==> src/rtl/dcal_pkg.sv <==
package dcal_pkg;
  localparam int DW         = 16;
  localparam int SET_W      = 3;
  localparam int MODE_W     = 3;
  localparam int WIDE_SETS  = 6;
  localparam int CLAMP_SETS = 2;

  typedef enum logic [1:0] {
    K_RAW  = 2'd0,
    K_GAIN = 2'd1,
    K_OFFS = 2'd2,
    K_RSVD = 2'd3
  } kind_e;

  // Set used by a channel in a given mode; modes above 5 fold to 0.
  function automatic logic [SET_W-1:0] pick_set(input logic is_clamp,
                                                input logic [MODE_W-1:0] md);
    logic [SET_W-1:0] m;
    m = (md > 3'd5) ? '0 : md;
    if (is_clamp) return (m != '0) ? SET_W'(1) : SET_W'(0);
    return m;
  endfunction
endpackage

==> src/rtl/dcal_fifo.sv <==
module dcal_fifo #(
  parameter int W     = 8,
  parameter int DEPTH = 4,
  localparam int AW   = $clog2(DEPTH),
  localparam int LW   = AW + 1
) (
  input  logic         clk,
  input  logic         rst,
  input  logic         push,
  input  logic [W-1:0] din,
  input  logic         pop,
  output logic [W-1:0] dout,
  output logic [LW-1:0] level
);
  logic [W-1:0]  mem [DEPTH];
  logic [AW-1:0] wp, rp;
  logic          do_pop;

  assign do_pop = pop && (level != '0);
  assign dout   = mem[rp];

  always_ff @(posedge clk) begin
    if (push) mem[wp] <= din;
  end

  always_ff @(posedge clk) begin
    if (rst) begin
      wp    <= '0;
      rp    <= '0;
      level <= '0;
    end else begin
      if (push)   wp <= (int'(wp) == DEPTH-1) ? '0 : wp + AW'(1);
      if (do_pop) rp <= (int'(rp) == DEPTH-1) ? '0 : rp + AW'(1);
      case ({push, do_pop})
        2'b10:   level <= level + LW'(1);
        2'b01:   level <= level - LW'(1);
        default: level <= level;
      endcase
    end
  end
endmodule

==> src/rtl/dcal_math.sv <==
module dcal_math #(
  parameter int DW = 16,
  localparam int SW = DW + 3
) (
  input  logic          clk,
  input  logic          rst,
  input  logic          in_v,
  input  logic [DW-1:0] raw,
  input  logic [DW-1:0] gain,
  input  logic [DW-1:0] offs,
  output logic          out_v,
  output logic [DW-1:0] out_code
);
  logic [DW:0]     g1;
  logic [2*DW:0]   prod;
  logic [DW:0]     hi;
  logic [DW-1:0]   prod_unused_lo;
  logic            v1;
  logic [DW:0]     hi_q;
  logic [DW-1:0]   offs_q;
  logic [SW-1:0]   sum;

  always_comb begin
    g1   = {1'b0, gain} + (DW+1)'(1);
    prod = (2*DW+1)'(raw) * (2*DW+1)'(g1);
    {hi, prod_unused_lo} = prod;
    sum  = {2'b00, hi_q} + {3'b000, offs_q} - SW'(1 << (DW-1));
  end

  always_ff @(posedge clk) begin
    if (rst) begin
      v1       <= 1'b0;
      hi_q     <= '0;
      offs_q   <= '0;
      out_v    <= 1'b0;
      out_code <= '0;
    end else begin
      v1     <= in_v;
      hi_q   <= hi;
      offs_q <= offs;
      out_v  <= v1;
      if (sum[SW-1])            out_code <= '0;
      else if (|sum[SW-2:DW])   out_code <= '1;
      else                      out_code <= sum[DW-1:0];
    end
  end
endmodule

==> src/rtl/dcal_live.sv <==
module dcal_live #(
  parameter int DW = 16
) (
  input  logic          clk,
  input  logic          rst,
  input  logic          hold,
  input  logic          upd_v,
  input  logic [DW-1:0] upd_code,
  output logic          pend_o,
  output logic [DW-1:0] dac_o
);
  logic [DW-1:0] pend_code;

  always_ff @(posedge clk) begin
    if (rst) begin
      dac_o     <= '0;
      pend_o    <= 1'b0;
      pend_code <= '0;
    end else if (hold) begin
      if (upd_v) begin
        pend_o    <= 1'b1;
        pend_code <= upd_code;
      end
    end else begin
      if (upd_v)       dac_o <= upd_code;
      else if (pend_o) dac_o <= pend_code;
      pend_o <= 1'b0;
    end
  end
endmodule

==> src/rtl/dcal_bank.sv <==
module dcal_bank
  import dcal_pkg::*;
#(
  parameter int NUM_WIDE   = 3,
  parameter int NUM_CLAMP  = 2,
  parameter int FIFO_DEPTH = 4,
  localparam int NCH   = NUM_WIDE + NUM_CLAMP,
  localparam int CH_W  = (NCH > 1) ? $clog2(NCH) : 1
) (
  input  logic                clk,
  input  logic                rst,
  input  logic                wr_en,
  input  logic [CH_W-1:0]     wr_ch,
  input  logic [SET_W-1:0]    wr_set,
  input  logic [1:0]          wr_kind,
  input  logic [DW-1:0]       wr_data,
  input  logic [MODE_W-1:0]   mode,
  input  logic                load_hold,
  output logic                busy,
  output logic                wr_full,
  output logic [NCH*DW-1:0]   dac_code
);
  localparam int NREG  = NCH * WIDE_SETS;
  localparam int EW    = CH_W + SET_W + 2 + DW;
  localparam int LVL_W = $clog2(FIFO_DEPTH) + 1;

  typedef enum logic [1:0] {ST_IDLE, ST_APPLY, ST_CALC} st_e;

  // write intake
  logic             wr_ok, push, pop, fifo_empty;
  logic [EW-1:0]    fifo_dout;
  logic [LVL_W-1:0] fifo_lvl;

  always_comb begin
    wr_ok = (int'(wr_ch) < NCH) && (wr_kind != K_RSVD);
    if (int'(wr_ch) >= NUM_WIDE) wr_ok = wr_ok && (int'(wr_set) < CLAMP_SETS);
    else                         wr_ok = wr_ok && (int'(wr_set) < WIDE_SETS);
  end

  assign fifo_empty = (fifo_lvl == '0);
  assign wr_full    = (int'(fifo_lvl) == FIFO_DEPTH);
  assign push       = wr_en && wr_ok && !wr_full;

  dcal_fifo #(.W(EW), .DEPTH(FIFO_DEPTH)) u_fifo (
    .clk(clk), .rst(rst), .push(push),
    .din({wr_ch, wr_set, wr_kind, wr_data}),
    .pop(pop), .dout(fifo_dout), .level(fifo_lvl)
  );

  // sequencer and register storage
  st_e              st;
  logic [CH_W-1:0]  cur_ch;
  logic [SET_W-1:0] cur_set;
  kind_e            cur_kind;
  logic [DW-1:0]    cur_data;
  logic [$clog2(NREG)-1:0] cur_ix;

  logic [DW-1:0] gain_mem [NREG];
  logic [DW-1:0] offs_mem [NREG];
  logic [DW-1:0] x2_mem   [NREG];

  logic          go;
  logic [DW-1:0] raw_rd, gain_rd, offs_rd;
  logic          res_v;
  logic [DW-1:0] res_code;

  assign pop    = (st == ST_IDLE) && !fifo_empty;
  assign cur_ix = $clog2(NREG)'(int'(cur_ch) * WIDE_SETS + int'(cur_set));
  assign busy   = (st != ST_IDLE) || !fifo_empty;

  always_ff @(posedge clk) begin
    if (rst) begin
      st       <= ST_IDLE;
      cur_ch   <= '0;
      cur_set  <= '0;
      cur_kind <= K_RAW;
      cur_data <= '0;
      go       <= 1'b0;
      raw_rd   <= '0;
      gain_rd  <= '0;
      offs_rd  <= '0;
      for (int i = 0; i < NREG; i++) begin
        gain_mem[i] <= '1;
        offs_mem[i] <= DW'(1 << (DW-1));
        x2_mem[i]   <= '0;
      end
    end else begin
      go <= 1'b0;
      case (st)
        ST_IDLE: begin
          if (!fifo_empty) begin
            {cur_ch, cur_set} <= fifo_dout[EW-1 -: CH_W+SET_W];
            cur_kind          <= kind_e'(fifo_dout[DW+1:DW]);
            cur_data          <= fifo_dout[DW-1:0];
            st                <= ST_APPLY;
          end
        end
        ST_APPLY: begin
          case (cur_kind)
            K_GAIN: begin
              gain_mem[cur_ix] <= cur_data;
              st <= ST_IDLE;
            end
            K_OFFS: begin
              offs_mem[cur_ix] <= cur_data;
              st <= ST_IDLE;
            end
            K_RAW: begin
              raw_rd  <= cur_data;
              gain_rd <= gain_mem[cur_ix];
              offs_rd <= offs_mem[cur_ix];
              go      <= 1'b1;
              st      <= ST_CALC;
            end
            default: st <= ST_IDLE;
          endcase
        end
        ST_CALC: begin
          if (res_v) begin
            x2_mem[cur_ix] <= res_code;
            st <= ST_IDLE;
          end
        end
        default: st <= ST_IDLE;
      endcase
    end
  end

  dcal_math #(.DW(DW)) u_math (
    .clk(clk), .rst(rst), .in_v(go), .raw(raw_rd), .gain(gain_rd),
    .offs(offs_rd), .out_v(res_v), .out_code(res_code)
  );

  // live DAC registers
  logic [MODE_W-1:0] mode_q;
  logic              mode_chg;
  logic [NCH-1:0]    pend_vec;
  logic              pend_any;

  always_ff @(posedge clk) begin
    if (rst) mode_q <= '0;
    else     mode_q <= mode;
  end

  assign mode_chg = (mode != mode_q);
  assign pend_any = |pend_vec;

  for (genvar g = 0; g < NCH; g++) begin : g_ch
    localparam bit IS_CLAMP = (g >= NUM_WIDE);
    logic [SET_W-1:0] eset;
    logic             hit, upd_v;
    logic [DW-1:0]    upd_code;

    always_comb begin
      eset     = pick_set(IS_CLAMP, mode);
      hit      = res_v && (int'(cur_ch) == g) && (cur_set == eset);
      upd_v    = mode_chg || hit;
      upd_code = hit ? res_code : x2_mem[g*WIDE_SETS + int'(eset)];
    end

    dcal_live #(.DW(DW)) u_live (
      .clk(clk), .rst(rst), .hold(load_hold), .upd_v(upd_v),
      .upd_code(upd_code), .pend_o(pend_vec[g]),
      .dac_o(dac_code[g*DW +: DW])
    );
  end
endmodule

==> config.mk <==
export PLATFORM = sky130hd
export DESIGN_NAME = dcal_bank
export DESIGN_NICKNAME = d
export VERILOG_FILES = /design/src/rtl/dcal_pkg.sv /design/src/rtl/dcal_fifo.sv /design/src/rtl/dcal_math.sv /design/src/rtl/dcal_live.sv /design/src/rtl/dcal_bank.sv
export SDC_FILE = /design/constraint.sdc
export NUM_CORES = 2
export LEC_CHECK = 0
export BUFFER_PORTS_ARGS = -buffer_cell sky130_fd_sc_hd__buf_2
export CORE_MARGIN = 4
export CORE_UTILIZATION = 30
export DETAILED_ROUTE_END_ITERATION = 16
export SYNTH_ARGS = -nofsm -noshare
export SYNTH_HDL_FRONTEND = slang
export SYNTH_HIERARCHICAL = 1
export SYNTH_SLANG_ARGS = --single-unit
==> constraint.sdc <==
create_clock -name clk -period 8.3 [get_ports clk]
set_input_delay 0.415 -clock clk [delete_from_list [all_inputs] [get_ports clk]]
set_output_delay 0.415 -clock clk [all_outputs]
set_load 0.01 [all_outputs]
# Yosys cells after proc, flatten, opt, wreduce, memory -nomap -nowiden
# Memory sizes are Yosys's and may differ from the RTL's. A register that Yosys moved wholly into a read port is not among the register bits.
# Cells that the tools add are included.
# Widths: inputs -> output; s select.
dict set report classes {
  eq_ne 19
  order_cmp 5
  add_sub_neg 12
  muxes 52
  n_reduce_logical 58
  bitwise 3
  mul 2
}
# op count
set ops {}
lappend ops {{$mux 16} 19}
lappend ops {{$reduce_or 16->1} 3}
lappend ops {{$mul 16x17->33} 1}
lappend ops {{$reduce_and 2->1} 13}
lappend ops {{$mux 1} 22}
lappend ops {{$sub 19x16->19 const B} 1}
lappend ops {{$add 17x16->18} 1}
lappend ops {{$add 16x1->17 const B} 1}
lappend ops {{$logic_and 1x1->1} 17}
lappend ops {{$mux 5} 3}
lappend ops {{$reduce_bool 2->1} 7}
lappend ops {{$eq 3x3->1 const B} 4}
lappend ops {{$eq 2x1->1 const B} 5}
lappend ops {{$mux 2} 5}
lappend ops {{$reduce_or 2->1} 4}
lappend ops {{$eq 2x2->1 const B} 3}
lappend ops {{$logic_not 3->1} 2}
lappend ops {{$logic_or 1x1->1} 6}
lappend ops {{$lt 3x3->1 const B} 2}
lappend ops {{$pmux 2 s3} 1}
lappend ops {{$pmux 3 s2} 1}
lappend ops {{$reduce_bool 3->1} 2}
lappend ops {{$add 4x3->5 const A} 1}
lappend ops {{$add 5x1->5 const A} 1}
lappend ops {{20 further kinds} 26}
dict set report totals {
  mem_bits_rw 1536
  register_bits 245
  mem_count 4
  in_bits 31
}
# name depth word_bits read_ports rd_clocked_by_memory_dff write_ports line_no
set mem_list {}
lappend mem_list {gain_mem 30 16 1 1 30 dcal_bank.sv:58} ;# logic [DW-1:0] gain_mem [NREG];
lappend mem_list {offs_mem 30 16 1 1 30 dcal_bank.sv:59} ;# logic [DW-1:0] offs_mem [NREG];
lappend mem_list {x2_mem 30 16 5 0 30 dcal_bank.sv:60} ;# logic [DW-1:0] x2_mem [NREG];
lappend mem_list {u_fifo.mem 4 24 1 1 1 dcal_fifo.sv:15} ;# logic [W-1:0] mem [DEPTH];

# Depth between registers and ports, before layout
dict set report depth {
  ltp_word 9
  ltp_mapped 27
  mapped_depth_nobuf 26
}

# Modules after synthesis
# The synthesis kept the hierarchy.
# mod cells_each seq_area_each_um2 n_inst area_each_um2
set modules_own_cells {}
lappend modules_own_cells {dcal_bank 4984 42881.1 1 66932.9}
lappend modules_own_cells {dcal_math 1227 1021.0 1 11085.6}
lappend modules_own_cells {dcal_live 146 660.6 5 1417.6}
lappend modules_own_cells {dcal_fifo 173 3062.9 1 3951.3}

# Worst setup path before layout
# No wires, ideal clock.
dict set report synth_timing {
  kind {flip-flop to flip-flop}
  from {reg gain_rd[0] (read register of gain_mem)}
  to {reg u_math.hi_q[9]}
  required_time_ns 8.179
  t_arrival_ns 6.932
  slack_ns 1.247
  stages_incl_launch_ff 27
  period_less_slack_ns 7.053
  n_path_buf 1
  cell_sequence {dfxtp_1 ha_1 nand2_1 nor2_1 nand4_1 nor2_1 xor2_1 clkbuf_1 nand2_1 fa_1 fa_1 inv_1 fa_1 fa_1 fa_1 inv_1 fa_1 inv_1 ha_1 nand3_1 a21oi_1 a221oi_1 o31ai_1 a31oi_1 o21bai_1 a221oi_1 mux2_2}
}
dict set report synth_between {
  elab_chain_len 2
}
# element line_no
set synth_rtl {}
lappend synth_rtl {{start: declaration} dcal_bank.sv:63} ;# logic [DW-1:0] raw_rd, gain_rd, offs_rd;
lappend synth_rtl {{$add 16x1->17} dcal_math.sv:24} ;# g1 = {1'b0, gain} + (DW+1)'(1);
lappend synth_rtl {{$mul 16x17->33} dcal_math.sv:25} ;# prod = (2*DW+1)'(raw) * (2*DW+1)'(g1);
lappend synth_rtl {{end signal: assignment} dcal_math.sv:39} ;# hi_q <= hi;
lappend synth_rtl {{end: declaration} dcal_math.sv:19} ;# logic [DW:0] hi_q;
# Every way passes these cells.
# A chain may end at the register's enable or synchronous reset.

# Final worst setup path
dict set report layout_timing {
  from {reg gain_rd[0] (read register of gain_mem)}
  to {reg u_math.hi_q[13]}
}
# The elaborated chain is that of the path after synthesis.

==> metrics <==
Hold WC Path Type input pin to flop; most used cell, CP fa_1; largest net degree at the start of global routing 100; Core Rows slightly below 200; Hold WS 0.128 ns; Worst Skew around 0.13 ns; Register Area 50300 sq um; Final Max Tran Viols 0; DRC Markers 0; share of layout cells above drive strength 1 ~16%; min cycle time layout between 7 and 8 ns; core outline area just under 300000 sq um; Crit Reg-Reg Endpoint u_math/hi_q[13]; Setup TNS Final 0 ns; H-tree depth 4; HPWL after DPL ~160000 microns; Root Driver clkbuf_16; final net count 7394; Max Fclk 132 MHz; Clock Path Buffers 4; GPL Wtd Cong slightly above 0.8; worst endpoint data arrival time ~8.4 ns; GRT Total Usage 16.4%; asr flop ratio synth 0%; Top FF cell, synth edfxtp_1; Starting DRT DRC Count around 6000; Syn. warnings 6; fill cell count between 20000 and 30000; final std cells w/o fill 11100; area occupied by multi-input gates 35200 sq um; syn nets around 7500; Avg WL per Cell around 23 microns; register-to-register setup slack approximately 0.73 ns; Syn Std Cell Area 89100 sq um; RSZ-0062 raised after global routing false; Worst VDD drop between 0.00015 and 0.0002 V; number of max-cap violations 0; Lkg Pwr roughly 34 nW; commonest non-fill, non-tap cell in the layout edfxtp_1; Final Total Pwr approximately 21 mW; vias in the first global route approximately 57000; initial antenna violation count 15; Reg clk slew, reported paths approximately 0.060 ns; ANT nets after route 0; critical path type flop to flop; Seq/Total Area, Yosys between 50% and 60%; CTS resizes 0; Die W approximately 550 microns; final setup fails 0; drt pass-1 iters 5; synthesis-to-layout area growth 11.7%; first-pass GRT wire length between 300000 and 400000 microns; Placed Cells ~11000; clock sink count between 1500 and 2000; Crit path required time 9.09 ns; Worst-Margin Slew ~1.3 ns; Crit-path slowest cell xnor2_1; commonest non-fill, non-tap cells in the layout edfxtp_1, and2_1, nand2_1; FF-to-FF path depth 24; vias roughly 57000; Cells after Synth 7114; largest fanout on the critical path 6; Total Wirelength ~260000 microns; num ports between 100 and 150; CTS tree done; Cell variety after synth 98; Hold Violations, Final 0; CP Capture Type flop; total global routing overflow 0; starting density of the core a little under a third; clock latency on the worst-skew pair roughly 0.9 ns; post-DR vias/cell around 5.1; worst r2r src gain_rd[0]; PD cells ~210 nW/um^2; top post-synthesis cells by area edfxtp_1, dfxtp_1, and2_1; Slew Limit Headroom between 10% and 20%; dominant cell type by area after synthesis edfxtp_1; worst setup path endpoint u_math/hi_q[13]; outcome finished clean; EDFF count, synth about 1500; critical path cell sequence ha_1, nand2_1, nor2_1, nand4_1, xnor2_1, nand2_1, fa_1, fa_1, fa_1, inv_1, fa_1, fa_1, inv_1, fa_1, inv_1, ha_1, a21oi_1, o211ai_1, a221oi_1, o32a_1, a211oi_1, or2_2, o31ai_1, mux2_2; crit start category flop; #FFs+latches synth 1775; crit-path max cell delay roughly 0.65 ns; Crit. Startpoint gain_rd[0]; fin crit share between 90% and 100%; Synth top area share around half; Die Footprint between 300000 and 400000 sq um; IO buf count about 110; Die H around 550 microns; CTS Buf Count approximately 190; Synth Area per Inst 12.5 sq um
-- cell families (layout without fill, tap and decap cells) --
group | Yosys count | count (layout) | share of synthesized area (%)
AOI/OAI and AO/OA | 864 | 864 | 6.66
xor gates and xnor gates | 54 | 54 | 0.548
adders and majority gates | 360 | 360 | 6.84
buffers and inverters | 886 | 927 | 4.22
DFF | 1775 | 1775 | 56.4
muxes | 578 | 578 | 9.31
other | 0 | 1 | 0
and+or+nand+nor | 2597 | 2597 | 16.0
-- where the power goes --
part           switching (mW)  internal [mW]
Combinational            1.86          0.711
Sequential              0.121           9.85
Clock                    3.56           4.63
Total                    5.54           15.2
-- final cells by class --
class / count / share of cell area [%]
Antenna cell: 1 / 0.00252
Clock buffer: 258 / 5.23
Clock inverter: 89 / 0.670
Inverter: 265 / 1.00
Multi-Input combinational cell: 4453 / 35.4
Sequential cell: 1775 / 50.6
Tap cell: 3919 / 4.93
Timing Repair Buffer: 315 / 2.21
-- how the worst min path moves through the flow --
stage                      startpoint                    end  slack, ns  cells past startpoint
after floorplan           offs_rd[13]            offs_rd[13]       0.41                      2
after global placement      u_math/v1           u_math/out_v       0.43                      1
after detailed placement    u_math/v1           u_math/out_v       0.44                      1
after CTS                   load_hold  g_ch[2].u_live/pend_o        0.1                      2
after global routing        load_hold  g_ch[1].u_live/pend_o       0.13                      2
final                       load_hold  g_ch[2].u_live/pend_o       0.13                      2
-- registers in the layout, summed over array words and instances, names as in the netlist, 17 cells and up, named ones only --
register,flops
g_ch.u_live/pend_code,80
g_ch.u_live/dac_o,80
gain_mem,512
offs_mem,512
x2_mem,352
u_math/hi_q,17
u_fifo/mem,96
-- through the flow --
| step | worst slack [ns] | area (sq um) | utilization, % |
|---|---|---|---|
| 3_5_place_dp | 0.724 | 93400 | 31.7 |
| 4_1_cts | 0.780 | 99500 | 33.7 |
| 5_1_grt | 0.336 | 99500 | 33.7 |
| 2_1_floorplan | 1.25 | 89100 | - |
| 3_3_place_gp | 0.911 | 93400 | 31.7 |
| 6_report | 0.728 | 99500 | 33.7 |
-- layer usage --
metal	vias to the layer above	track usage [%]	wire length, microns
li1	25200	-	-
met1	28900	22.4	110000
met2	2140	26.2	120000
met3	492	2.56	18300
met4	4	6.14	10600
met5	-	0	25
-- cells in the mapped netlist (all sizes together) (117+ instances only) --
cell,number
edfxtp,1472
ha,149
and2,932
fa,211
nor2,277
mux2,123
inv,264
mux2i,268
clkbuf,458
dfxtp,303
o22ai,117
or3,484
a21oi,309
nand2,620
mux4,187
buf,163
-- critical path, delay by kind of cell (launching register included) --
family | cells | cell delay, ns
AOI/OAI and AO/OA | 6 | 1.43
DFF | 1 | 0.40
and+or+nand+nor | 5 | 0.95
xor gates and xnor gates | 1 | 0.65
adders and majority gates | 8 | 3.56
muxes | 1 | 0.37
buffers and inverters | 3 | 0.14
-- repair_timing --
| action | in CTS | in global routing |
|---|---|---|
| hold buffers | 25 | 0 |
| endpoints found under the hold margin | 114 | 0 |
| setup buffers | 0 | 0 |
Note: power is estimated with default switching activity, not from simulation.
